`config.mk`:
```
export PLATFORM = sky130hd
export DESIGN_NAME = enc_pulse_mult
export DESIGN_NICKNAME = d
export VERILOG_FILES = /design/src/rtl/encm_pkg.sv /design/src/rtl/encm_sync.sv /design/src/rtl/encm_edge.sv /design/src/rtl/encm_oneshot.sv /design/src/rtl/encm_burst_osc.sv /design/src/rtl/enc_pulse_mult.sv
export SDC_FILE = /design/constraint.sdc
export NUM_CORES = 1
export LEC_CHECK = 0
export BUFFER_PORTS_ARGS = -buffer_cell sky130_fd_sc_hd__buf_2
export CELL_PAD_IN_SITES_DETAIL_PLACEMENT = 1
export CELL_PAD_IN_SITES_GLOBAL_PLACEMENT = 1
export CORE_MARGIN = 1
export CORE_UTILIZATION = 40
export DETAILED_ROUTE_END_ITERATION = 12
export PLACE_DENSITY = 0.67
export SYNTH_ARGS = -nofsm -noshare
export SYNTH_HDL_FRONTEND = slang
export SYNTH_HIERARCHICAL = 1
export SYNTH_SLANG_ARGS = --single-unit
```
`constraint.sdc`:
```
create_clock -name clk -period 2.1 [get_ports clk]
set_input_delay 0.21 -clock clk [delete_from_list [all_inputs] [get_ports clk]]
set_output_delay 0.21 -clock clk [all_outputs]
set_load 0.01 [all_outputs]
```
`src/rtl/encm_pkg.sv`:
```
package encm_pkg;

    typedef enum logic [1:0] {
        SEL_ANY  = 2'd0,
        SEL_CW   = 2'd1,
        SEL_CCW  = 2'd2,
        SEL_ANY2 = 2'd3
    } dir_sel_e;

    // Decide whether a pulse may leave the block for the captured direction.
    function automatic logic dir_pass(input dir_sel_e sel, input logic cw);
        logic ok;
        case (sel)
            SEL_CW:  ok = cw;
            SEL_CCW: ok = ~cw;
            default: ok = 1'b1;
        endcase
        return ok;
    endfunction

endpackage

```
`src/rtl/encm_sync.sv`:
```
module encm_sync #(
    parameter int CH     = 2,
    parameter int STAGES = 2
) (
    input  logic          clk,
    input  logic          rst,
    input  logic [CH-1:0] raw,
    output logic [CH-1:0] lvl
);
    typedef struct packed {
        logic [STAGES-1:0][CH-1:0] pipe;
    } sync_st_t;

    sync_st_t st_d, st_q;

    always_comb begin
        st_d.pipe[0] = raw;
        for (int i = 1; i < STAGES; i++) begin
            st_d.pipe[i] = st_q.pipe[i-1];
        end
    end

    always_ff @(posedge clk) begin
        if (rst) st_q <= '0;
        else     st_q <= st_d;
    end

    assign lvl = st_q.pipe[STAGES-1];
endmodule

```
`src/rtl/encm_edge.sv`:
```
module encm_edge (
    input  logic clk,
    input  logic rst,
    input  logic lvl,
    output logic rise,
    output logic fall
);
    typedef struct packed {
        logic prev;
    } edge_st_t;

    edge_st_t st_d, st_q;

    always_comb begin
        st_d.prev = lvl;
    end

    always_ff @(posedge clk) begin
        if (rst) st_q <= '0;
        else     st_q <= st_d;
    end

    assign rise = lvl & ~st_q.prev;
    assign fall = ~lvl & st_q.prev;
endmodule

```
`src/rtl/encm_oneshot.sv`:
```
module encm_oneshot #(
    parameter int WIDTH_CYC = 2500000
) (
    input  logic clk,
    input  logic rst,
    input  logic trig,
    output logic active
);
    localparam int CW = $clog2(WIDTH_CYC + 1);
    localparam logic [CW-1:0] LOAD = CW'(WIDTH_CYC);

    typedef struct packed {
        logic [CW-1:0] cnt;
    } shot_st_t;

    shot_st_t st_d, st_q;

    always_comb begin
        st_d = st_q;
        if (trig) begin
            st_d.cnt = LOAD;                 // retrigger restarts full width
        end else if (st_q.cnt != '0) begin
            st_d.cnt = st_q.cnt - 1'b1;
        end
    end

    always_ff @(posedge clk) begin
        if (rst) st_q <= '0;
        else     st_q <= st_d;
    end

    assign active = (st_q.cnt != '0);
endmodule

```
`src/rtl/encm_burst_osc.sv`:
```
module encm_burst_osc #(
    parameter int PER_CYC  = 166666,
    parameter int HIGH_CYC = 100000
) (
    input  logic clk,
    input  logic rst,
    input  logic shot_active,
    input  logic b_rise,
    output logic rate,
    output logic level
);
    localparam int CW = (PER_CYC > 1) ? $clog2(PER_CYC) : 1;
    localparam logic [CW-1:0] LAST = CW'(PER_CYC - 1);
    localparam logic [CW:0]   HIGH = (CW+1)'(HIGH_CYC);

    typedef struct packed {
        logic          rate;
        logic [CW-1:0] cnt;
    } osc_st_t;

    osc_st_t st_d, st_q;

    always_comb begin
        st_d = st_q;
        // rate flag: armed by B rising while the one-shot still runs
        if (!shot_active)  st_d.rate = 1'b0;
        else if (b_rise)   st_d.rate = 1'b1;
        // oscillator counter: held at zero while the flag is clear
        if (!st_q.rate)            st_d.cnt = '0;
        else if (st_q.cnt == LAST) st_d.cnt = '0;
        else                       st_d.cnt = st_q.cnt + 1'b1;
    end

    always_ff @(posedge clk) begin
        if (rst) st_q <= '0;
        else     st_q <= st_d;
    end

    assign rate  = st_q.rate;
    assign level = st_q.rate && ({1'b0, st_q.cnt} < HIGH);
endmodule

```
`src/rtl/enc_pulse_mult.sv`:
```
module enc_pulse_mult #(
    parameter int CLK_HZ      = 100000000,
    parameter int SHOT_US     = 25000,
    parameter int OSC_HZ      = 600,
    parameter int OSC_HIGH_US = 1000,
    parameter int SYNC_STAGES = 2
) (
    input  logic       clk,
    input  logic       rst,
    input  logic       enc_a,
    input  logic       enc_b,
    input  logic [1:0] dir_sel,
    output logic       pulse_out,
    output logic       dir_cw
);
    import encm_pkg::*;

    localparam int CYC_PER_US = CLK_HZ / 1000000;
    localparam int SHOT_CYC   = CYC_PER_US * SHOT_US;
    localparam int OSC_PER    = CLK_HZ / OSC_HZ;
    localparam int OSC_HIGH   = CYC_PER_US * OSC_HIGH_US;
    localparam int CH_A       = 0;
    localparam int CH_B       = 1;

    logic [1:0] lvl;
    logic       a_lvl, b_lvl;
    logic       b_rise, b_fall;
    logic       shot_active;
    logic       rate_flag;
    logic       osc_level;

    encm_sync #(.CH(2), .STAGES(SYNC_STAGES)) u_sync (
        .clk (clk),
        .rst (rst),
        .raw ({enc_b, enc_a}),
        .lvl (lvl)
    );

    assign a_lvl = lvl[CH_A];
    assign b_lvl = lvl[CH_B];

    encm_edge u_bedge (
        .clk  (clk),
        .rst  (rst),
        .lvl  (b_lvl),
        .rise (b_rise),
        .fall (b_fall)
    );

    encm_oneshot #(.WIDTH_CYC(SHOT_CYC)) u_shot (
        .clk    (clk),
        .rst    (rst),
        .trig   (b_fall),
        .active (shot_active)
    );

    encm_burst_osc #(.PER_CYC(OSC_PER), .HIGH_CYC(OSC_HIGH)) u_osc (
        .clk         (clk),
        .rst         (rst),
        .shot_active (shot_active),
        .b_rise      (b_rise),
        .rate        (rate_flag),
        .level       (osc_level)
    );

    typedef struct packed {
        logic dir;
        logic out;
    } top_st_t;

    top_st_t st_d, st_q;
    logic    raw_pulse;

    always_comb begin
        st_d = st_q;
        if (b_rise) st_d.dir = a_lvl;
        // one-shot window, chopped by the oscillator once the rate flag is set
        raw_pulse = shot_active & (rate_flag ? osc_level : 1'b1);
        st_d.out  = raw_pulse & dir_pass(dir_sel_e'(dir_sel), st_q.dir);
    end

    always_ff @(posedge clk) begin
        if (rst) st_q <= '0;
        else     st_q <= st_d;
    end

    assign pulse_out = st_q.out;
    assign dir_cw    = st_q.dir;
endmodule

```
# ---- After elaboration in Yosys (flattened, before gate mapping)
# Index checks and enable logic that the tools add are counted.
dict set report totals {
  reg_bits 48
  in_bits 6
  out_inout_bits 2
  word_cells 34
}
dict set report op_classes {
  addsub 2
  magnitude_cmp 1
  n_eq_ne 3
  muxes 4
  bitwise 9
  reduce_logical 6
}
# cell count
set op_table {}
lappend op_table {{22-bit 2-to-1 mux} 2}
lappend op_table {{22-bit nonzero test} 1}
lappend op_table {{22-bit by 1-bit subtractor with 22-bit output (second input constant)} 1}
lappend op_table {{18-bit by 1-bit adder with 18-bit output (second input constant)} 1}
lappend op_table {{18-bit equality test (second input constant)} 1}
lappend op_table {{18-bit by 17-bit < comparator with 1-bit output (second input constant)} 1}
lappend op_table {{1-bit inverter} 5}
lappend op_table {{1-bit AND} 4}
lappend op_table {{2-bit OR reduction} 2}
lappend op_table {{3-bit OR reduction} 1}
lappend op_table {{2-bit by 1-bit equality test with 1-bit output (second input constant)} 1}
lappend op_table {{2-bit equality test (second input constant)} 1}
lappend op_table {{1-bit case mux with 2 select lines} 1}
lappend op_table {{2-bit nonzero test} 1}
lappend op_table {{1-bit logical AND} 1}
lappend op_table {{1-bit 2-to-1 mux} 1}

# ---- Logic depth before layout (Yosys ltp)
dict set report depth {
  ltp_word 5
  depth_mapped 8
  mapped_depth_nobuf 7
}

# ---- By module
# The synthesis kept the hierarchy.
# mod instances cells_per_inst area_per_inst_um2 seq_area_each_um2
set modules_own_cells {}
lappend modules_own_cells {encm_oneshot 1 127 1081.0 440.4}
lappend modules_own_cells {encm_burst_osc 1 106 974.7 380.4}
lappend modules_own_cells {enc_pulse_mult 1 13 125.1 40.0}
lappend modules_own_cells {encm_sync 1 8 105.1 80.1}
lappend modules_own_cells {encm_edge 1 4 38.8 20.0}

# ---- Worst setup path after synthesis
# Ideal clock, no wire load.
dict set report synth_path {
  kind {register to register}
  from {register u_shot/st_q[0] (netlist name)}
  to {register u_shot/st_q[21] (netlist name)}
  setup_ns 0.074
  t_arrival_ns 1.856
  required_time_ns 2.026
  setup_slack_ns 0.169
  path_stages_with_launch 9
  synth_period_minus_slack_ns 1.931
  cell_sequence {dfxtp_1 inv_1 ha_1 nor4b_1 nand4_1 o211ai_1 clkbuf_2 o21ai_0 a31oi_1}
}
dict set report synth_via {
  elab_chain_len 3
  word_cells_on_any_way 5
  cone_classes {1 x add/sub; 2 x mux; 2 x reduce/logical}
}
# element line_no
set synth_lines {}
lappend synth_lines {{start: declaration} encm_oneshot.sv:16} ;# shot_st_t st_d, st_q;
lappend synth_lines {{start signal: assignment} encm_oneshot.sv:29} ;# else st_q <= st_d;
lappend synth_lines {{22-bit by 1-bit subtractor with 22-bit output} encm_oneshot.sv:23} ;# st_d.cnt = st_q.cnt - 1'b1;
lappend synth_lines {{22-bit 2-to-1 mux} encm_oneshot.sv:22} ;# end else if (st_q.cnt != '0) begin
lappend synth_lines {{22-bit 2-to-1 mux} encm_oneshot.sv:20} ;# if (trig) begin
# Several ways; a longest one is shown, not always the timed one. The select of a mux whose other input is x is not followed.
# A chain may end at the register's enable or synchronous reset.

# ---- Worst setup path in the final report
dict set report layout_path {
  from {register u_shot/st_q[11] (netlist name)}
  to {register u_shot/st_q[17] (netlist name)}
}
# The elaborated chain is that of the path after synthesis.

==> impl_results.md <==
- Leak Pwr: approximately 0.98 nW
- Drt drc: 0
- WHS Path Cells: 2
- Vias: around 1900
- Adder-Cell Fraction of Synth Area: 3.23%
- Hold/Removal Path Class: input pin to flip-flop
- Top delay family on crit path: simple AND/OR/NAND/NOR gates
- Main synth FF type: dfxtp_1
- CTS tree: built
- H-tree depth: 2
- Comb power frac: a little under half
- Warnings from Yosys: 6
- Initial Utilization: a little over two fifths
- Pre-Repair DR Iteration Count: 4
- CTS buffer count: 5
- Post-route cell area: 0.00265 mm2
- Register area share after synthesis: about two fifths
- Syn nets: 270
- Die Height: around 78 um
- RSZ-0062 raised after global routing: false
- Die W: 78.2 um
- Layout cells sized above 1: approximately 17%
- Switching part of the total: between 30% and 40%
- Post-DP Area: around 0.0025 mm2
- Mapped cell area: between 0.002 and 0.0025 mm2
- Longest Clk Path Bufs: 2
- Final Hold Fails: 0
- Initial DRC count: 43
- Clock sinks: 48
- Crit path cell chain: or4_1, or4_1, or3_1, a31oi_1
- Vias in the first global route: between 1500 and 2000
- Hold Buf Count CTS: 0
- Cells after synthesis: about 260
- Worst Skew: ~0.007 ns
- Die area: just over 0.006 mm2
- P_sw: 0.00145 W
- CP Capture Type: flip-flop
- Global route overflow: 0
- Multi-input gate area: approximately 0.0013 mm2
- Largest family of logic cells by synthesized area: simple AND/OR/NAND/NOR gates
- Seq cells post-synth: 48
- Final #Nets: about 290
- Area grow syn2layout: 14.0%
- Via-to-Cell Ratio: around 5.3
- Crit-path slowest cell: or4_1
- WL/cell: ~15 um
- Period utilisation layout: between 90% and 100%
- Xor and xnor fraction of the mapped netlist area: between 10% and 20%
- Mux share of post-synthesis cell area: about 1.3%
- Max stage delay on crit path: between 0.5 and 0.6 ns
- Crit path max fanout: 6
- Most frequent cells in the layout: dfxtp_1, nor2_1, xnor2_1, xor2_1, buf_4
- Root buf cell: clkbuf_8
- Outcome: complete, no violations
- Row count: 27
- Most common cell after layout, fill and taps aside: dfxtp_1
- All-Layer GR Usage: between 10% and 20%
- Worst Tran Pin Value: a little over 0.4 ns
- Slew Viols, Final: 0
- CTS clock-pin slew for the worst setup and hold paths: ~0.090 ns
- Max cap viols: 0
- Achievable Freq: ~0.53 GHz
- Clock latency on the worst-skew pair: slightly above 0.3 ns
- CP Class: flip-flop to flip-flop
- Netlist cell types: a little over 40
- I/O pin count: 8
- Final Critical Period: about 1.9 ns
- Largest net degree at the start of global routing: 19
- Antenna viol nets, final: 0
- Compound-cell area share of the yosys netlist: approximately 9.1%
- Max-slew headroom: slightly above 70%
- DP HPWL: 3620 um
- Worst r2r path cells: 4
- Data arrival, critical path: about 2.1 ns
- WP depth: 4
- CP bufs+invs: 0
- Core area: between 0.005 and 0.006 mm2
- Worst setup SP type: flip-flop
- Number of fill cells in the layout: between 600 and 700
- Final wirelength: between 5000 and 6000 um
- Setup TNS: 0 ns
- Placer Congestion: about 0.77
- Pwr dens: about 1400 mW/mm2
- IO buf count: 7
- Synth Area in Simple Gates: 30.7%
- First-pass GRT wire length: roughly 9100 um
- Synth async-reset ratio: 0%
- Crit-path most repeated cell: or4_1
- Syn avg cell area: 9.01 um2
- Initial antenna violation count: 0
- Antenna Cells: 0
- Reg area: around 960 um2
- Clk pwr share: 18.2%
- Sequential power share: 35.3%
- CP Data Required Time: ~2.3 ns
- Final setup fails: 0
- Post-synth EDFFs: 0
- Cell internal pwr: ~0.0023 W
- Peak supply drop: 0.000553 V
## area by class of cell
class / count / share of cell area (%)
multi-input cells: 190 / 49.4
repair buffers: 20 / 5.00
inverters: 11 / 1.56
flip-flops and latches: 48 / 36.3
clock inverters: 3 / 1.75
well taps: 72 / 3.40
clock buffers: 5 / 2.60
## per-stage QoR
stage               hold slack, ns  utilization (%)  std cells  power [W]  worst slack, ns
finish                       0.120             47.8        349    0.00378            0.197
global placement             0.416             45.0        340    0.00294            0.153
CTS                          0.116             47.1        348    0.00368           0.0677
global route                 0.121             47.8        349    0.00413           0.0414
floorplan                    0.279                -        258    0.00245            0.169
detailed placement           0.437             45.0        340    0.00297           0.0835
## power by group through the flow
| stage | combinational [W] | clock (W) | sequential, W |
|---|---|---|---|
| floorplan | 0.00116 | 0 | 0.00129 |
| global placement | 0.00162 | 0 | 0.00132 |
| detailed placement | 0.00164 | 0 | 0.00133 |
| CTS | 0.00165 | 0.000712 | 0.00131 |
| global route | 0.00200 | 0.000755 | 0.00138 |
| finish | 0.00176 | 0.000689 | 0.00133 |
## logic make-up (layout without fill, tap and decap cells)
group / after synthesis / count (layout)
simple gates: 119 / 119
mux: 3 / 3
flops: 48 / 48
xor+xnor: 28 / 28
compound gates: 34 / 34
buf+inv: 20 / 39
fa+ha+maj: 6 / 6
## sequential cells by signal, summed over array words and instances (netlist names)
| name | count |
|---|---|
| u_shot/st_q | 22 |
| u_osc/st_q | 18 |
| u_sync/lvl | 2 |
| u_sync/st_d | 2 |
| dir_cw | 1 |
| pulse_out | 1 |
| u_bedge/st_q | 1 |
| u_osc/rate | 1 |
## synth_stat cells (all sizes together), types with 6 or more instances
cell   instances  area [um2]
xnor2         14         123
nor2          35         131
xor2          14         123
dfxtp         48         961
inv           11        41.3
nand2          7        26.3
or3           10        65.1
ha             6        75.1
nand3         11        55.1
nor2b          9        56.3
o21ai         10        53.8
nor3          11        55.1
a21oi          9        45.0
nand4          9         101
nor4           8        71.3
## per-layer routing
metal  up-vias  routed length, um  track usage (%)
met2        13               2600             34.2
met5         -                  0                0
met1       896               2360             22.7
li1        945                  -                -
met3         7                 91             3.49
met4         0                 71             6.67
## timing repair
| action | in CTS | in global routing |
|---|---|---|
| resized for setup | 0 | 7 |
| setup endpoints to repair | 0 | 14 |
| endpoints found under the hold margin | 0 | 0 |
| buffers inserted | 0 | 1 |
## worst paths after layout
path	from	end	slack, ns
setup / recovery	u_shot/st_q[11]	u_shot/st_q[17]	0.20
hold / removal	enc_a	u_sync/st_d[2]	0.12
setup reg to reg	u_shot/st_q[11]	u_shot/st_q[17]	0.20
hold reg to reg	u_sync/st_d[2]	u_sync/lvl[0]	0.46
Power figures use the tool's default switching activity.
